### src/rtl/xlate_pkg.sv
`timescale 1ns/1ps
package xlate_pkg;
  localparam int VA_W  = 32;
  localparam int PA_W  = 31;
  localparam int OFF_W = 12;
  localparam int VPN_W = VA_W - OFF_W;
  localparam int PPN_W = PA_W - OFF_W;

  // register selectors
  localparam logic [2:0] SEL_CTRL  = 3'd0;
  localparam logic [2:0] SEL_BASE  = 3'd1;
  localparam logic [2:0] SEL_FLALL = 3'd2;
  localparam logic [2:0] SEL_FLPG  = 3'd3;

  typedef enum logic [1:0] {S_IDLE, S_MREQ, S_MWAIT, S_RESP} xl_state_e;

  // first address of the translated window for a size code
  function automatic logic [VA_W-1:0] win_start(input logic [2:0] code);
    return 32'hFF00_0000 << code;
  endfunction
endpackage

### src/rtl/xlate_regs.sv
`timescale 1ns/1ps
module xlate_regs
  import xlate_pkg::*;
#(
  parameter logic [3:0] IMPL_CODE = 4'h1,
  parameter logic [3:0] VERS_CODE = 4'h2
) (
  input  logic              clk,
  input  logic              rst_n,
  input  logic              wr_en,
  input  logic [2:0]        sel,
  input  logic [31:0]       wdata,
  output logic [31:0]       rdata,
  output logic              xl_en,
  output logic [2:0]        win_code,
  output logic [31:0]       tbl_base,
  output logic              flush_all,
  output logic              flush_page,
  output logic [VPN_W-1:0]  flush_vpn
);
  always_ff @(posedge clk) begin
    if (!rst_n) begin
      xl_en    <= 1'b0;
      win_code <= 3'd0;
      tbl_base <= '0;
    end else if (wr_en) begin
      if (sel == SEL_CTRL) begin
        xl_en    <= wdata[0];
        win_code <= wdata[4:2];
      end
      if (sel == SEL_BASE) tbl_base <= wdata;
    end
  end

  assign flush_all  = wr_en && (sel == SEL_FLALL);
  assign flush_page = wr_en && (sel == SEL_FLPG);
  assign flush_vpn  = wdata[VA_W-1:OFF_W];

  always_comb begin
    case (sel)
      SEL_CTRL: rdata = {IMPL_CODE, VERS_CODE, 19'b0, win_code, 1'b0, xl_en};
      SEL_BASE: rdata = tbl_base;
      default:  rdata = '0;
    endcase
  end
endmodule

### src/rtl/xlate_tlb.sv
`timescale 1ns/1ps
module xlate_tlb
  import xlate_pkg::*;
#(
  parameter int ENTRIES = 8
) (
  input  logic              clk,
  input  logic              rst_n,
  input  logic [VPN_W-1:0]  lookup_vpn,
  output logic              hit,
  output logic [PPN_W-1:0]  hit_ppn,
  output logic              hit_wr,
  input  logic              install,
  input  logic [VPN_W-1:0]  install_vpn,
  input  logic [PPN_W-1:0]  install_ppn,
  input  logic              install_wr,
  input  logic              flush_all,
  input  logic              flush_page,
  input  logic [VPN_W-1:0]  flush_vpn
);
  localparam int PTR_W = (ENTRIES > 1) ? $clog2(ENTRIES) : 1;

  logic [VPN_W-1:0] tag_q [ENTRIES];
  logic [PPN_W-1:0] ppn_q [ENTRIES];
  logic [ENTRIES-1:0] wr_q, valid_q, hit_vec;
  logic [PTR_W-1:0] rr_q;
  logic do_install;

  // a flush in the same cycle wins over an install
  assign do_install = install && !flush_all &&
                      !(flush_page && (flush_vpn == install_vpn));

  always_ff @(posedge clk) begin
    if (!rst_n) begin
      valid_q <= '0;
      rr_q    <= '0;
    end else begin
      for (int e = 0; e < ENTRIES; e++) begin
        if (flush_all || (flush_page && tag_q[e] == flush_vpn))
          valid_q[e] <= 1'b0;
        else if (do_install && rr_q == PTR_W'(e))
          valid_q[e] <= 1'b1;
      end
      if (do_install)
        rr_q <= (rr_q == PTR_W'(ENTRIES - 1)) ? '0 : rr_q + 1'b1;
    end
  end

  always_ff @(posedge clk) begin
    for (int e = 0; e < ENTRIES; e++) begin
      if (do_install && rr_q == PTR_W'(e)) begin
        tag_q[e] <= install_vpn;
        ppn_q[e] <= install_ppn;
        wr_q[e]  <= install_wr;
      end
    end
  end

  genvar g;
  generate
    for (g = 0; g < ENTRIES; g++) begin : g_cmp
      assign hit_vec[g] = valid_q[g] && (tag_q[g] == lookup_vpn);
    end
  endgenerate

  always_comb begin
    hit_ppn = '0;
    hit_wr  = 1'b0;
    for (int e = 0; e < ENTRIES; e++) begin
      if (hit_vec[e]) begin
        hit_ppn = hit_ppn | ppn_q[e];
        hit_wr  = hit_wr | wr_q[e];
      end
    end
  end
  assign hit = |hit_vec;


  hit_onehot_chk: assert property (@(posedge clk) disable iff (!rst_n)
    $onehot0(hit_vec));

  flush_clear_chk: assert property (@(posedge clk) disable iff (!rst_n)
    flush_all |=> (valid_q == '0));
endmodule

### src/rtl/dma_xlate.sv
`timescale 1ns/1ps
module dma_xlate
  import xlate_pkg::*;
#(
  parameter int         NUM_SLOTS   = 4,
  parameter int         TLB_ENTRIES = 8,
  parameter logic [3:0] IMPL_CODE   = 4'h1,
  parameter logic [3:0] VERS_CODE   = 4'h2,
  localparam int        SLOT_W      = (NUM_SLOTS > 1) ? $clog2(NUM_SLOTS) : 1
) (
  input  logic                 clk,
  input  logic                 rst_n,
  input  logic                 reg_wr_en,
  input  logic [2:0]           reg_sel,
  input  logic [31:0]          reg_wdata,
  output logic [31:0]          reg_rdata,
  input  logic [NUM_SLOTS-1:0] slot_bypass,
  input  logic [NUM_SLOTS-1:0] slot_pa30,
  input  logic                 req_valid,
  output logic                 req_ready,
  input  logic [31:0]          req_vaddr,
  input  logic                 req_write,
  input  logic [SLOT_W-1:0]    req_slot,
  output logic                 rsp_valid,
  input  logic                 rsp_ready,
  output logic [30:0]          rsp_paddr,
  output logic                 rsp_fault,
  output logic                 mem_req_valid,
  input  logic                 mem_req_ready,
  output logic [31:0]          mem_req_addr,
  input  logic                 mem_rsp_valid,
  input  logic [31:0]          mem_rsp_data
);
  logic              xl_en, flush_all, flush_page;
  logic [2:0]        win_code;
  logic [31:0]       tbl_base;
  logic [VPN_W-1:0]  flush_vpn;
  logic              tlb_hit, tlb_hit_wr;
  logic [PPN_W-1:0]  tlb_hit_ppn;
  logic              install;

  xl_state_e         state_q;
  logic [31:0]       va_q, walk_addr_q;
  logic              wr_q, kill_q;
  logic [PA_W-1:0]   paddr_q;
  logic              fault_q;

  xlate_regs #(.IMPL_CODE(IMPL_CODE), .VERS_CODE(VERS_CODE)) i_regs (
    .clk(clk), .rst_n(rst_n), .wr_en(reg_wr_en), .sel(reg_sel),
    .wdata(reg_wdata), .rdata(reg_rdata), .xl_en(xl_en),
    .win_code(win_code), .tbl_base(tbl_base), .flush_all(flush_all),
    .flush_page(flush_page), .flush_vpn(flush_vpn));

  // entry decode of the returned table word
  logic              pte_ok;
  assign pte_ok  = mem_rsp_data[1] && !(wr_q && !mem_rsp_data[2]);
  assign install = (state_q == S_MWAIT) && mem_rsp_valid && pte_ok &&
                   !kill_q && !flush_all && !flush_page;

  xlate_tlb #(.ENTRIES(TLB_ENTRIES)) i_tlb (
    .clk(clk), .rst_n(rst_n), .lookup_vpn(req_vaddr[VA_W-1:OFF_W]),
    .hit(tlb_hit), .hit_ppn(tlb_hit_ppn), .hit_wr(tlb_hit_wr),
    .install(install), .install_vpn(va_q[VA_W-1:OFF_W]),
    .install_ppn(mem_rsp_data[26:8]), .install_wr(mem_rsp_data[2]),
    .flush_all(flush_all), .flush_page(flush_page), .flush_vpn(flush_vpn));

  // request decode
  logic [31:0] start, offs;
  logic        byp, in_win;
  assign start  = win_start(win_code);
  assign offs   = req_vaddr - start;
  assign in_win = (req_vaddr >= start);
  assign byp    = slot_bypass[req_slot];

  assign req_ready     = (state_q == S_IDLE);
  assign rsp_valid     = (state_q == S_RESP);
  assign rsp_paddr     = paddr_q;
  assign rsp_fault     = fault_q;
  assign mem_req_valid = (state_q == S_MREQ);
  assign mem_req_addr  = walk_addr_q;

  always_ff @(posedge clk) begin
    if (!rst_n) begin
      state_q     <= S_IDLE;
      va_q        <= '0;
      wr_q        <= 1'b0;
      kill_q      <= 1'b0;
      walk_addr_q <= '0;
      paddr_q     <= '0;
      fault_q     <= 1'b0;
    end else begin
      unique case (state_q)
        S_IDLE: if (req_valid) begin
          va_q    <= req_vaddr;
          wr_q    <= req_write;
          kill_q  <= 1'b0;
          paddr_q <= '0;
          fault_q <= 1'b0;
          state_q <= S_RESP;
          if (byp) begin
            paddr_q <= {slot_pa30[req_slot], req_vaddr[29:0]};
          end else if (!xl_en || !in_win) begin
            fault_q <= 1'b1;
          end else if (tlb_hit) begin
            if (req_write && !tlb_hit_wr) fault_q <= 1'b1;
            else paddr_q <= {tlb_hit_ppn, req_vaddr[OFF_W-1:0]};
          end else begin
            walk_addr_q <= tbl_base + {10'b0, offs[31:12], 2'b00};
            state_q     <= S_MREQ;
          end
        end
        S_MREQ: begin
          if (flush_all || flush_page) kill_q <= 1'b1;
          if (mem_req_ready) state_q <= S_MWAIT;
        end
        S_MWAIT: begin
          if (flush_all || flush_page) kill_q <= 1'b1;
          if (mem_rsp_valid) begin
            state_q <= S_RESP;
            if (pte_ok) paddr_q <= {mem_rsp_data[26:8], va_q[OFF_W-1:0]};
            else        fault_q <= 1'b1;
          end
        end
        S_RESP: if (rsp_ready) state_q <= S_IDLE;
        default: state_q <= S_IDLE;
      endcase
    end
  end


  rsp_hold_chk: assert property (@(posedge clk) disable iff (!rst_n)
    rsp_valid && !rsp_ready |=> rsp_valid && $stable(rsp_paddr) && $stable(rsp_fault));

  mreq_hold_chk: assert property (@(posedge clk) disable iff (!rst_n)
    mem_req_valid && !mem_req_ready |=> mem_req_valid && $stable(mem_req_addr));

  single_flight_chk: assert property (@(posedge clk) disable iff (!rst_n)
    (rsp_valid || mem_req_valid) |-> !req_ready);

  fault_zero_chk: assert property (@(posedge clk) disable iff (!rst_n)
    rsp_valid && rsp_fault |-> rsp_paddr == '0);

  no_install_on_fault_chk: assert property (@(posedge clk) disable iff (!rst_n)
    install |-> mem_rsp_data[1]);
endmodule

### config.mk
export PLATFORM = sky130hd
export DESIGN_NAME = dma_xlate
export DESIGN_NICKNAME = d
export VERILOG_FILES = /design/src/rtl/xlate_pkg.sv /design/src/rtl/xlate_regs.sv /design/src/rtl/xlate_tlb.sv /design/src/rtl/dma_xlate.sv
export SDC_FILE = /design/constraint.sdc
export NUM_CORES = 1
export LEC_CHECK = 0
export BUFFER_PORTS_ARGS = -buffer_cell sky130_fd_sc_hd__buf_4
export CAP_MARGIN = 20
export CORE_ASPECT_RATIO = 1.4
export CORE_MARGIN = 2
export CORE_UTILIZATION = 25
export CTS_CLUSTER_SIZE = 40
export DETAILED_ROUTE_END_ITERATION = 7
export PLACE_DENSITY = 0.46
export SLEW_MARGIN = 20
export SYNTH_ARGS = -nofsm -noshare
export SYNTH_HDL_FRONTEND = slang
export SYNTH_SLANG_ARGS = --single-unit
### constraint.sdc
create_clock -name clk -period 3.1 [get_ports clk]
set_input_delay 0.62 -clock clk [delete_from_list [all_inputs] [get_ports clk]]
set_output_delay 0.62 -clock clk [all_outputs]
set_load 0.005 [all_outputs]
### After elaboration in Yosys (flattened, before gate mapping)

Memories as Yosys holds them, arrays and structs flattened.
Cells that the tools add are included.

| operators by class | value |
|---|---|
| order comparisons | 2 |
| multiplexer cells | 107 |
| shifts and indexed selects | 1 |
| add/sub/neg operators | 3 |
| equality and inequality tests | 37 |
| reductions and logical operators | 93 |
| bitwise gates (word level) | 18 |

Operators by type and width:

| kind | number |
|---|---|
| $eq 20x20->1 | 17 |
| $mux 19 | 15 |
| $mux 31 | 7 |
| $mux 20 | 7 |
| $reduce_or 20->1 | 7 |
| $or 19x19->19 | 7 |
| $reduce_or 19->1 | 7 |
| $pmux 32 s2 | 1 |
| $pmux 31 s2 | 1 |
| $mux 1 | 49 |
| $mux 3 | 15 |
| $logic_and 1x1->1 | 37 |
| $add 32x22->32 | 1 |
| $ge 32x32->1 | 1 |
| $shl 32x3->32 const A | 1 |
| $sub 32x32->32 | 1 |
| $reduce_or 2->1 | 9 |
| $mux 2 | 7 |
| $eq 3x2->1 const B | 4 |
| $eq 3x3->1 const B | 4 |
| $reduce_and 4->1 | 3 |
| $logic_or 1x1->1 | 10 |
| $logic_not 1->1 | 9 |
| $ne 2x2->1 const B | 4 |
| 18 further kinds | 37 |

| storage, ports and cells | value |
|---|---|
| bits in writable memories | 312 |
| memories kept | 2 |
| bits in registers | 155 |
| input bits | 117 |
| word-level logic and storage cells | 290 |
| output and inout bits | 99 |

Memory list:

| name | depth | bits a word | read ports | clocked after memory_dff | write ports | line | RTL |
|---|---|---|---|---|---|---|---|
| i_tlb.tag_q | 8 | 20 | 8 | 0 | 1 | xlate_tlb.sv:23 | `logic [VPN_W-1:0] tag_q [ENTRIES];` |
| i_tlb.ppn_q | 8 | 19 | 8 | 0 | 1 | xlate_tlb.sv:24 | `logic [PPN_W-1:0] ppn_q [ENTRIES];` |

### Logic depth before layout (Yosys ltp)

| logic depth | value |
|---|---|
| depth after elaboration | 25 |
| gate-level depth with buffers | 17 |
| depth with buffers taken out | 17 |

### Hierarchy

A second synthesis with hierarchy kept.

| second synthesis, totals | value |
|---|---|
| cell total of the unflattened synthesis | 2002 |
| area, all modules | 22859.4 µm² |

By module, submodules not included:

| module | cells an instance | area each (µm²) | seq. area each (µm²) | times used |
|---|---|---|---|---|
| xlate_tlb | 1061 | 15373.5 | 9829.4 | 1 |
| dma_xlate | 721 | 5595.4 | 2001.9 | 1 |
| xlate_regs | 220 | 1890.6 | 720.7 | 1 |

### Worst setup path before layout

No wires, ideal clock.

| timing | value |
|---|---|
| path kind | register to register |
| from | register i_regs.win_code[0] |
| to | register walk_addr_q[24], in the netlist mem_req_addr[24] |
| period minus slack after synthesis | 3305 ps |
| arrival | 3231 ps |
| stages on the path, launching flop included | 16 |
| path slack | -205 ps |
| buffers on the path | 0 |
| data required time | 3026 ps |
| setup time | 74 ps |
| path through | dfxtp_1 -> or3_1 -> ha_1 -> o21a_1 -> o21ai_0 -> nand2_1 -> a21oi_1 -> nor2b_1 -> nor2_1 -> xnor2_1 -> ha_1 -> and2_1 -> o21ai_0 -> a31oi_1 -> a31o_2 -> a31oi_1 |

| on the way | value |
|---|---|
| word-level cells in the longest chain between the ends | 6 |
| elaborated cells between the ends (all ways) | 8 |
| classes of those cells | 2 x add/sub; 1 x order compare; 1 x shift; 1 x bitwise; 3 x reduce/logical |

Ends and longest elaborated chain:

| element | line | RTL |
|---|---|---|
| from (decl) | xlate_regs.sv:15 | `output logic [2:0] win_code,` |
| from (signal assigned) | xlate_regs.sv:29 | `win_code <= wdata[4:2];` |
| $shl 32x3->32 (*) | xlate_pkg.sv:19 | `return 32'hFF00_0000 << code;` |
| branches (longest 5 deep; another with $sub 32x32->32) | n/a |  |
| to (signal assigned) | dma_xlate.sv:108 | `walk_addr_q <= tbl_base + {10'b0, offs[31:12], 2'b00};` |
| to (decl) | dma_xlate.sv:43 | `logic [31:0] va_q, walk_addr_q;` |

Mark *: on every way between the ends.
A chain may end at the register's enable or synchronous reset.

### Final worst setup path

| timing | value |
|---|---|
| from | register i_regs.win_code[1] |
| to | register walk_addr_q[31], in the netlist mem_req_addr[31] |

Same word-level chain as after synthesis.

==> results.md <==
### Timing
* final worst-path setup slack: -184 ps
* Final Max Tran Viols: 0
* highest clock rate: 305 MHz
* post-route worst hold slack: 230 ps
* final number of hold-violating endpoints: 0
* final period utilization: 106%
* Setup violations, final: 38
* worst slew pin tran: 956 ps
* RSZ-0062 raised after global routing: true
* setup skew after layout: 35.8 ps
* final critical path time including I/O delays and setup: 3280 ps
* worst rel slew slack: 36.3%

### Route
* number of detailed-route iterations in the first pass: 8
* DRC marker count from the first detailed-route iteration: 1266
* via count: 16700
* detailed-route wire length: 85500 um
* number of vias per cell after detailed routing: 4.82
* DRT antenna net count: 0
* DRC violations left: 0
* average wire per standard cell: 24.7 um

### Floorplan
* die height: 354 um
* number of rows created at floorplan: 128
* Die Footprint: 90000 um^2
* count of boundary I/O pins: 216
* floorplan die width: 254 um
* Initial Util: 25.2%
* standard cell core area: 87000 um^2

### Setup path
* critical path data required time: 3620 ps
* setup slack on the worst flop-to-flop path: -180 ps
* path length in cells of the critical path: 14
* critical path capture point: mem_req_addr[31]
* RR Endpoint: mem_req_addr[31]
* type of origin of the critical path: flip-flop
* crit path from: i_regs.win_code[1]
* number of cells traversed by the worst register-to-register path: 14
* startpoint of the lowest-slack register-to-register path: i_regs.win_code[1]
* slowest CP cell: sky130_fd_sc_hd__or3_4
* crit-path most repeated cell: sky130_fd_sc_hd__ha_4
* Critical Path Fanout Max: 5
* largest incremental delay on the critical path: 410 ps
* worst-path cell chain: or3_4, ha_4, o21a_1, o21ai_2, a21oi_2, o31a_1, nor2_2, xnor2_2, ha_4, nand3_2, o21a_4, nor3b_2, xnor2_1, a21oi_1
* CP bufs+invs: 0
* critical path endpoint category: flip-flop
* arrival time of data at the critical path endpoint: 3800 ps
* type of the worst setup path: flip-flop to flip-flop
* category of cells accounting for the largest share of critical-path delay: compound AO/OA/AOI/OAI gates

### Placement
* instance area at placement: 26300 um^2
* count of input and output buffers: 204
* routability congestion estimate: 0.871
* detailed placer's ending HPWL: 57900 um

### Synth
* share of synthesized area occupied by flip-flops and latches: 57.3%
* fraction of registers with async set or reset after synthesis: 0%
* count of flip-flops with a built-in enable after synthesis: 320
* count of state elements after synthesis: 467
* average instance area after synthesis: 11.5 um^2
* synthesized netlist cell count: 1900
* distinct cell type count after synthesis: 65
* Syn. warnings: 0
* leading register cell type out of synthesis: sky130_fd_sc_hd__edfxtp_1
* netlist area before placement: 21900 um^2
* net count after synthesis: 2055

### Layout
* core utilization of the finished layout: 32.9%
* Post-Layout Inst Area: 28600 um^2
* most frequent cells in the layout: sky130_fd_sc_hd__buf_4, sky130_fd_sc_hd__edfxtp_1, sky130_fd_sc_hd__nand2_1, sky130_fd_sc_hd__xor2_1, sky130_fd_sc_hd__xnor2_1
* leading cell type in the layout, fill and taps excluded: sky130_fd_sc_hd__buf_4
* net count of the finished layout: 2412
* fraction of layout cells with a size suffix above 1: 26.1%
* relative area change from synthesis to final layout: 30.6%

### Status
* failing checks: setup timing
* run status: finished, violations left

### Clock tree
* CTS tree: done
* CTS Hold Buffers Added: 0
* clk buf depth: 3
* cell chosen for the clock root: sky130_fd_sc_hd__clkbuf_16
* cts bufs inserted: 51
* Clock Sinks: 467
* worst skew pair latency: 640 ps
* H-tree level count: 2
* clock-pin slew on the worst setup and hold paths: 60 ps

### Global route
* number of antenna violations at the first check in global routing: 3
* global-route wire length before repair: 120000 um
* global-route total usage across every layer: 18.5%
* via count of the first global-routing pass: 17000
* global route overflow: 0
* maximum number of pins on one net before global-route repair: 59

### Min path
* class of the tightest hold or removal check: input port to flip-flop

### Pwr
* largest vdd supply drop: 0.425 mV
* power density relative to cell area: 557 nW/um^2
* leakage power: 10.3 nW

### Job
* max-cap violations: 0

[routing by layer]
metal	global-route usage, %	wire [um]
met5	0	8
met4	8.58	4210
met3	2.44	4340
met2	32.3	42900
met1	22.4	34100
[how the worst min path moves through the flow]
stage	startpoint	end	cells after the start
floorplan	va_q[0]	va_q[0]	2
global placement	va_q[2]	va_q[2]	2
detailed placement	va_q[2]	va_q[2]	2
CTS	mem_rsp_data[25]	i_tlb.ppn_q[1][17]	1
global route	mem_rsp_data[8]	i_tlb.ppn_q[0][38]	1
finish	mem_rsp_data[11]	i_tlb.ppn_q[1][3]	1
[area by class of cell]
type,instances,area (um^2)
Antenna cell,2,5.00
Tap cell,1170,1460
Inverter,43,163
Fill cell,8726,58400
Clock inverter,26,238
Multi-Input combinational cell,1269,9090
Sequential cell,467,12600
Timing Repair Buffer,425,3710
Clock buffer,67,1380
[power by group]
part	internal (mW)	switching, mW	total (mW)
Sequential	6.99	0.389	7.38
Combinational	1.01	1.61	2.63
Clock	3.31	2.62	5.93
[worst register-to-register path, stage by stage, from the launching register on]
cell	delay (ps)
sky130_fd_sc_hd__dfxtp_2	320
sky130_fd_sc_hd__or3_4	410
sky130_fd_sc_hd__ha_4	230
sky130_fd_sc_hd__o21a_1	210
sky130_fd_sc_hd__o21ai_2	170
sky130_fd_sc_hd__a21oi_2	90
sky130_fd_sc_hd__o31a_1	360
sky130_fd_sc_hd__nor2_2	180
sky130_fd_sc_hd__xnor2_2	130
sky130_fd_sc_hd__ha_4	310
sky130_fd_sc_hd__nand3_2	70
sky130_fd_sc_hd__o21a_4	270
sky130_fd_sc_hd__nor3b_2	190
sky130_fd_sc_hd__xnor2_1	150
sky130_fd_sc_hd__a21oi_1	90
[state kept, by name (all words and copies together) (netlist names), 8 cells and up]
name and cells:
i_regs.tbl_base 32, i_tlb.ppn_q 152, i_tlb.tag_q 160, i_tlb.valid_q 8, i_tlb.wr_q 8, mem_req_addr 32, rsp_paddr 31, va_q 32
[stage by stage]
stage          cells  total power, mW  setup TNS [ps]  setup slack, ps
2_1_floorplan   1900             8.61               0             34.6
3_3_place_gp    3351             10.1          -21160             -406
3_5_place_dp    3351             10.1          -21730             -419
4_1_cts         3453             16.1           -1390             -160
5_1_grt         3469             16.5           -8290             -381
6_report        3469             15.9           -2210             -184
[cell families (layout without fill, tap and decap cells)]
kind of cell	after synthesis	count (layout)	synth area share [%]
and+or+nand+nor	557	558	12.9
DFF	467	467	57.3
xor gates and xnor gates	340	340	13.6
AOI/OAI and AO/OA	303	303	9.22
buffers and inverters	165	561	3.28
adders and majority gates	38	38	2.20
muxes	30	30	1.49
other	0	2	0
[synthesized netlist by cell type, drive strengths merged, types with 4 or more instances]
library cell / n / area [um^2]
edfxtp: 320 / 9610
nand2: 207 / 777
xor2: 181 / 1590
xnor2: 159 / 1390
dfxtp: 147 / 2940
a21oi: 105 / 526
clkbuf: 93 / 349
nor2: 75 / 282
a22oi: 57 / 428
nor4: 52 / 365
nand4: 45 / 282
o21ai: 44 / 258
inv: 42 / 158
ha: 37 / 463
and2: 35 / 219
nand3: 34 / 170
nor3: 34 / 170
and3: 32 / 200
buf: 29 / 208
mux2i: 28 / 280
and4: 22 / 195
a222oi: 21 / 210
o22ai: 13 / 81.3
a211oi: 10 / 85.1
o21a: 9 / 67.6
a21o: 8 / 60.1
a2111oi: 5 / 43.8
a21boi: 4 / 30.0
a31oi: 4 / 25.0
nor3b: 4 / 30.0
o2111ai: 4 / 35.0
or4: 4 / 45.0
[timing repair]
item / 4_1_cts / 5_1_grt
pin swaps: 34 / 54
gates cloned: 1 / 8
buffers inserted: 8 / 9
hold endpoints to repair: 0 / 0
gates resized for setup: 31 / 46
endpoints found under the setup margin: 52 / 41
No activity file was read; power rests on OpenSTA's default activity.
